### config.mk
export PLATFORM = sky130hd
export DESIGN_NAME = local_timer
export DESIGN_NICKNAME = d
export VERILOG_FILES = /design/src/rtl/local_timer_pkg.sv /design/src/rtl/timer_ctrl.sv /design/src/rtl/timer_datapath.sv /design/src/rtl/local_timer.sv
export SDC_FILE = /design/constraint.sdc
export NUM_CORES = 1
export LEC_CHECK = 0
export BUFFER_PORTS_ARGS = -buffer_cell sky130_fd_sc_hd__buf_2
export CAP_MARGIN = 20
export CORE_MARGIN = 2
export CORE_UTILIZATION = 57
export DETAILED_ROUTE_END_ITERATION = 8
export PLACE_DENSITY = 0.8
export SLEW_MARGIN = 25
export SYNTH_ARGS = -nofsm -noshare
export SYNTH_HDL_FRONTEND = slang
export SYNTH_SLANG_ARGS = --single-unit
### constraint.sdc
create_clock -name clk -period 5.8 [get_ports clk]
set_input_delay 0.29 -clock clk [delete_from_list [all_inputs] [get_ports clk]]
set_output_delay 0.29 -clock clk [all_outputs]
set_load 0.005 [all_outputs]
### src/rtl/local_timer_pkg.sv
`timescale 1ns/1ps
package local_timer_pkg;

  localparam int REG_W = 32;

  typedef enum logic [1:0] {
    ADDR_START = 2'd0,
    ADDR_LIVE  = 2'd1,
    ADDR_DIV   = 2'd2,
    ADDR_ENTRY = 2'd3
  } regSel_e;

  // Fields of the vector-table entry kept by the timer
  typedef struct packed {
    logic       periodic;  // bit 17
    logic       mask;      // bit 16
    logic       trigger;   // bit 15
    logic       polarity;  // bit 13
    logic [2:0] mode;      // bits 10:8
    logic [7:0] vector;    // bits 7:0
  } entry_t;

  localparam entry_t ENTRY_RESET = '{periodic: 1'b0, mask: 1'b1, trigger: 1'b0,
                                     polarity: 1'b0, mode: 3'd0, vector: 8'd0};

  // Strobes from control to datapath
  typedef struct packed {
    logic wrStart;
    logic wrDiv;
    logic wrEntry;
    logic step;
    logic reload;
    logic fire;
    logic preClear;
    logic preAdvance;
  } strobe_t;

  function automatic logic [REG_W-1:0] packEntry(input entry_t e);
    logic [REG_W-1:0] w;
    w        = '0;
    w[7:0]   = e.vector;
    w[10:8]  = e.mode;
    w[13]    = e.polarity;
    w[15]    = e.trigger;
    w[16]    = e.mask;
    w[17]    = e.periodic;
    return w;
  endfunction

  function automatic entry_t unpackEntry(input logic [REG_W-1:0] w);
    entry_t e;
    e.vector   = w[7:0];
    e.mode     = w[10:8];
    e.polarity = w[13];
    e.trigger  = w[15];
    e.mask     = w[16];
    e.periodic = w[17];
    return e;
  endfunction

endpackage

### src/rtl/timer_ctrl.sv
`timescale 1ns/1ps
module timer_ctrl
  import local_timer_pkg::*;
(
  input  logic       regWrEn,
  input  logic [1:0] regAddr,
  input  logic       tickEn,
  input  logic       curIsZero,
  input  logic       curIsOne,
  input  logic       preHit,
  input  logic       entryMask,
  input  logic       entryPeriodic,
  output strobe_t    st
);

  regSel_e sel;
  logic    running;
  logic    expire;

  always_comb begin
    sel     = regSel_e'(regAddr);
    running = !curIsZero;

    st.wrStart = regWrEn && (sel == ADDR_START);
    st.wrDiv   = regWrEn && (sel == ADDR_DIV);
    st.wrEntry = regWrEn && (sel == ADDR_ENTRY);

    // A start-value write outranks a counter step in the same cycle
    st.step = tickEn && running && preHit && !st.wrStart;
    expire  = st.step && curIsOne;

    st.reload = expire && entryPeriodic;
    st.fire   = expire && !entryMask;

    st.preClear   = st.wrStart || st.wrDiv || st.step;
    st.preAdvance = tickEn && running && !st.preClear;
  end

endmodule

### src/rtl/timer_datapath.sv
`timescale 1ns/1ps
module timer_datapath
  import local_timer_pkg::*;
#(
  parameter int COUNT_W = 32,
  parameter int DIV_W   = 3
) (
  input  logic               clk,
  input  logic               rstN,
  input  strobe_t            st,
  input  logic [REG_W-1:0]   wrData,
  input  logic [1:0]         rdAddr,
  output logic [REG_W-1:0]   rdData,
  output logic               curIsZero,
  output logic               curIsOne,
  output logic               preHit,
  output entry_t             entry,
  output logic [COUNT_W-1:0] curCount,
  output logic [COUNT_W-1:0] startCount,
  output logic               irqValid,
  output logic [7:0]         irqVector,
  output logic [2:0]         irqMode,
  output logic               irqLevel
);

  localparam int PRE_W = (1 << DIV_W) - 1;

  logic [DIV_W-1:0] divCode;
  logic [PRE_W-1:0] preCount;
  logic [PRE_W-1:0] preLimit;
  logic [REG_W-1:0] curExt;
  logic [REG_W-1:0] startExt;

  // Prescaler terminal value: 2^code - 1
  always_comb begin
    preLimit = PRE_W'((32'd1 << divCode) - 32'd1);
    preHit   = (preCount == preLimit);
  end

  assign curIsZero = (curCount == '0);
  assign curIsOne  = (curCount == COUNT_W'(1));

  // Zero-extension of the counter registers onto the read bus
  generate
    if (COUNT_W < REG_W) begin : g_pad
      assign curExt   = {{(REG_W-COUNT_W){1'b0}}, curCount};
      assign startExt = {{(REG_W-COUNT_W){1'b0}}, startCount};
    end else begin : g_full
      assign curExt   = curCount[REG_W-1:0];
      assign startExt = startCount[REG_W-1:0];
    end
  endgenerate

  always_ff @(posedge clk) begin
    if (!rstN) begin
      startCount <= '0;
    end else if (st.wrStart) begin
      startCount <= wrData[COUNT_W-1:0];
    end
  end

  always_ff @(posedge clk) begin
    if (!rstN) begin
      curCount <= '0;
    end else if (st.wrStart) begin
      curCount <= wrData[COUNT_W-1:0];
    end else if (st.reload) begin
      curCount <= startCount;
    end else if (st.step) begin
      curCount <= curCount - COUNT_W'(1);
    end
  end

  always_ff @(posedge clk) begin
    if (!rstN) begin
      preCount <= '0;
    end else if (st.preClear) begin
      preCount <= '0;
    end else if (st.preAdvance) begin
      preCount <= preCount + PRE_W'(1);
    end
  end

  always_ff @(posedge clk) begin
    if (!rstN) begin
      divCode <= '0;
    end else if (st.wrDiv) begin
      divCode <= wrData[DIV_W-1:0];
    end
  end

  always_ff @(posedge clk) begin
    if (!rstN) begin
      entry <= ENTRY_RESET;
    end else if (st.wrEntry) begin
      entry <= unpackEntry(wrData);
    end
  end

  // Request pulse, registered from the entry in force at expiry
  always_ff @(posedge clk) begin
    if (!rstN) begin
      irqValid  <= 1'b0;
      irqVector <= '0;
      irqMode   <= '0;
      irqLevel  <= 1'b0;
    end else begin
      irqValid <= st.fire;
      if (st.fire) begin
        irqVector <= entry.vector;
        irqMode   <= entry.mode;
        irqLevel  <= entry.trigger;
      end
    end
  end

  always_comb begin
    unique case (regSel_e'(rdAddr))
      ADDR_START: rdData = startExt;
      ADDR_LIVE:  rdData = curExt;
      ADDR_DIV:   rdData = {{(REG_W-DIV_W){1'b0}}, divCode};
      ADDR_ENTRY: rdData = packEntry(entry);
      default:    rdData = '0;
    endcase
  end

endmodule

### src/rtl/local_timer.sv
`timescale 1ns/1ps
module local_timer
  import local_timer_pkg::*;
#(
  parameter int COUNT_W = 32,
  parameter int DIV_W   = 3
) (
  input  logic        clk,
  input  logic        rstN,
  input  logic        tickEn,
  input  logic        regWrEn,
  input  logic [1:0]  regAddr,
  input  logic [31:0] regWrData,
  output logic [31:0] regRdData,
  output logic        irqValid,
  output logic [7:0]  irqVector,
  output logic [2:0]  irqMode,
  output logic        irqLevel
);

  strobe_t            st;
  entry_t             entry;
  logic               curIsZero;
  logic               curIsOne;
  logic               preHit;
  logic [COUNT_W-1:0] curCount;
  logic [COUNT_W-1:0] startCount;
  logic               entryMask;
  logic               entryPeriodic;

  assign entryMask     = entry.mask;
  assign entryPeriodic = entry.periodic;

  timer_ctrl u_ctrl (
    .regWrEn      (regWrEn),
    .regAddr      (regAddr),
    .tickEn       (tickEn),
    .curIsZero    (curIsZero),
    .curIsOne     (curIsOne),
    .preHit       (preHit),
    .entryMask    (entryMask),
    .entryPeriodic(entryPeriodic),
    .st           (st)
  );

  timer_datapath #(.COUNT_W(COUNT_W), .DIV_W(DIV_W)) u_dp (
    .clk       (clk),
    .rstN      (rstN),
    .st        (st),
    .wrData    (regWrData),
    .rdAddr    (regAddr),
    .rdData    (regRdData),
    .curIsZero (curIsZero),
    .curIsOne  (curIsOne),
    .preHit    (preHit),
    .entry     (entry),
    .curCount  (curCount),
    .startCount(startCount),
    .irqValid  (irqValid),
    .irqVector (irqVector),
    .irqMode   (irqMode),
    .irqLevel  (irqLevel)
  );

endmodule

==> out/results.ini <==
[outcome]
status=finished, final reports clean

[sta]
worst_hold_slack_ns=0.128
setup-violations-final=0
tightest_slew_ns=1.03
finalSetupTns_ns=0
final_count_of_pins_violating_max_slew=0
rsz0062_at_grt=no
finalHoldViolations=0
timing.fmax_ghz=0.280
fin_crit_sh_pct=61.7
post-route-min-period_ns=3.58
max-slew-margin-rel_pct=31.2
finClkSkew_ns=0.0179

[routing]
drt_pass1_iterations=5
detail_route.drc_violations=0
vias=5589
drt.antenna.violating_nets=0
routed_wl_um=16000
drt_iter0_drc=565
post_drt_wl_per_cell_um=17.6
post_drt_via_cell_ratio=6.14

[global_routing]
grt-ovfl-total=0
grt_usage_pct=29.7
grt_antenna_before_repair=0
first_global_vias=5304
grt_pass1_wl_um=26300
grt_max_degree=74

[synth]
synthesized_netlist_net_count=767
synth.area.top_cells=sky130_fd_sc_hd__dfxtp_1 (36%), sky130_fd_sc_hd__nand2_1 (9.0%), sky130_fd_sc_hd__a21oi_1 (7.5%)
synth_edf_count=0
synth_area_per_cell_um2=7.85
yosys.area.top_type=sky130_fd_sc_hd__dfxtp_1
most_used_dff_post_synth=sky130_fd_sc_hd__dfxtp_1
yosys_register_bits=102
synth.distinct_cells=67
postSynth.asyncResetShare_pct=0
post_synth_instance_area_mm2=0.00569
post-synth-top-area-fraction_pct=35.9
ys.warnings.count=0
ys_seq_area_share_pct=35.9
synthesized_instance_count=725

[clock_tree]
clock_tree.htree_level_count=3
hold_buffers=0
clk_path_buf_depth=2
cts.repair_timing.setup_buffer_count=0
cts.repair.resized=0
clk_transition_reported_paths_ns=0.11
cts.sink_count=102
clock_insertion_delay_worst_skew_ns=0.40
tritoncts_clock_tree=yes
tritoncts.num_buffers=9
clk_root_buffer_cell=sky130_fd_sc_hd__clkbuf_8

[place]
hpwl_um=11000
gp_congestion=0.902
io_buffers=82
dp_cells=895

[power]
total_switching_power_mw=0.590
internal-power_mw=1.15
switching_share_pct=33.9
p_leak_nw=2.55
power.sequential.fraction_pct=46.2
totalPowerFinal_mw=1.74
share_comb_of_total_power_pct=25.8
ir_drop_v=0.000232
power_frac_clock_pct=27.9
cellPowerDensity_mw_per_mm2=277

[floorplanning]
die_width_um=104
io_pins=83
die_area_mm2=0.0108
coreArea_mm2=0.00973
start_util_pct=58.5
floorplan_row_count=36
die_y_um=104

[setup_path]
worst-endpoint-required_ns=6.09
critPathKind=reg2reg
cp-end-kind=flop
crit_arrival_ns=3.87
crit_path_max_fanout=26
critical_path_start_type=flop

[final_layout]
finish.net_count=815
post_route_cells_drive_above_1_share_pct=18.0
area.sequential_mm2=0.00204
final_common_cell=sky130_fd_sc_hd__nand2_1
stdcell_count=911
syn2layout_area_growth_pct=10.3
nFillCells=877
most-common-layout-cells=sky130_fd_sc_hd__nand2_1 (136), sky130_fd_sc_hd__dfxtp_1 (102), sky130_fd_sc_hd__a21oi_1 (85)
finalCoreUtilization_pct=64.5
multiInputGateArea_mm2=0.00336
insertedDiodeCount=0

[min_path]
hp-class=in2reg

[run]
drv_cap=0

-- cell families (layout without fill, tap and decap cells) --
family                   after synthesis  in the layout  synth area share (%)
AO/OA/AOI/OAI                        184            184                  20.8
AND/OR/NAND/NOR                      309            309                  25.2
adder cells (fa/ha/maj)                4              4                 0.880
XOR/XNOR                              15             15                  2.31
multiplexers                          51             51                  9.92
buffers and inverters                 60            113                  5.08
flip-flops                           102            102                  35.9
-- final timing paths --
kind / from / end / slack (ns) / cells after the start
min reg2reg: u_dp.entry[0] / u_dp.entry[0] / 0.47 / 2
max: u_dp.curCount[4] / u_dp.curCount[23] / 2.22 / 8
min: regWrData[16] / u_dp.entry[13] / 0.13 / 3
max reg2reg: u_dp.curCount[4] / u_dp.curCount[23] / 2.22 / 8
-- area by class of cell --
class	instances	area share, %
Inverter	6	0.359
Tap cell	133	2.65
Multi-Input combinational cell	563	53.5
Timing Repair Buffer	91	7.61
Sequential cell	102	32.5
Clock buffer	13	2.53
Clock inverter	3	0.797
-- cells in the mapped netlist, drive strengths merged (2+ instances only) --
library cell  number
nand2            138
dfxtp            102
a21oi             86
nor2              77
clkbuf            36
mux2i             35
nor3              29
o21ai             24
buf               18
nand3             16
a31oi             14
mux2              13
a22o              12
xnor2             10
nor4               9
o211ai             8
o221ai             8
inv                6
o221a              6
a211oi             5
a21o               5
and2               5
and3               5
or3                5
xor2               5
ha                 4
nand2b             4
nand4              4
or4                4
mux4               3
nor3b              3
or2                3
a21boi             2
o22ai              2
o31a               2
o31ai              2
-- stage by stage --
| stage | area [um2] | setup WS [ns] |
|---|---|---|
| after CTS | 6280 | 2.28 |
| final | 6280 | 2.22 |
| after detailed placement | 6070 | 2.16 |
| after global placement | 6070 | 2.27 |
| after floorplan | 5690 | 3.36 |
| after global routing | 6280 | 1.98 |
-- flip-flops by register name, indices dropped and copies added, names as in the netlist --
register         flops
u_dp.irqValid        1
u_dp.preCount        7
u_dp.irqMode         3
u_dp.irqLevel        1
u_dp.divCode         3
u_dp.curCount       32
u_dp.entry          15
u_dp.irqVector       8
u_dp.startCount     32
-- power groups by stage --
stage / combinational (mW) / sequential [mW] / clock [mW]
after detailed placement: 0.440 / 0.819 / 0
after floorplan: 0.345 / 0.797 / 0
after global placement: 0.430 / 0.816 / 0
after CTS: 0.442 / 0.803 / 0.491
final: 0.449 / 0.805 / 0.487
after global routing: 0.498 / 0.814 / 0.517
-- metal layers --
| layer | part of all wire (%) | global-route usage [%] | vias up | wire length, um |
|---|---|---|---|---|
| li1 | - | - | 2670 | - |
| met1 | 42 | 38.0 | 2659 | 6710 |
| met2 | 49 | 50.0 | 232 | 7860 |
| met3 | 7.1 | 6.89 | 28 | 1140 |
| met4 | 2.0 | 8.98 | 0 | 323 |
| met5 | 0 | 0 | - | 0 |
-- worst max-delay path, cell delays in order, from the launching register on --
cell	delay (ns)
sky130_fd_sc_hd__dfxtp_1	0.37
sky130_fd_sc_hd__nor4_1	0.71
sky130_fd_sc_hd__and4bb_1	0.41
sky130_fd_sc_hd__and4_1	0.57
sky130_fd_sc_hd__buf_4	0.41
sky130_fd_sc_hd__nand4_4	0.38
sky130_fd_sc_hd__nand2_2	0.27
sky130_fd_sc_hd__a21oi_1	0.06
sky130_fd_sc_hd__o221a_1	0.27
No activity file was read; power rests on OpenSTA's default activity.
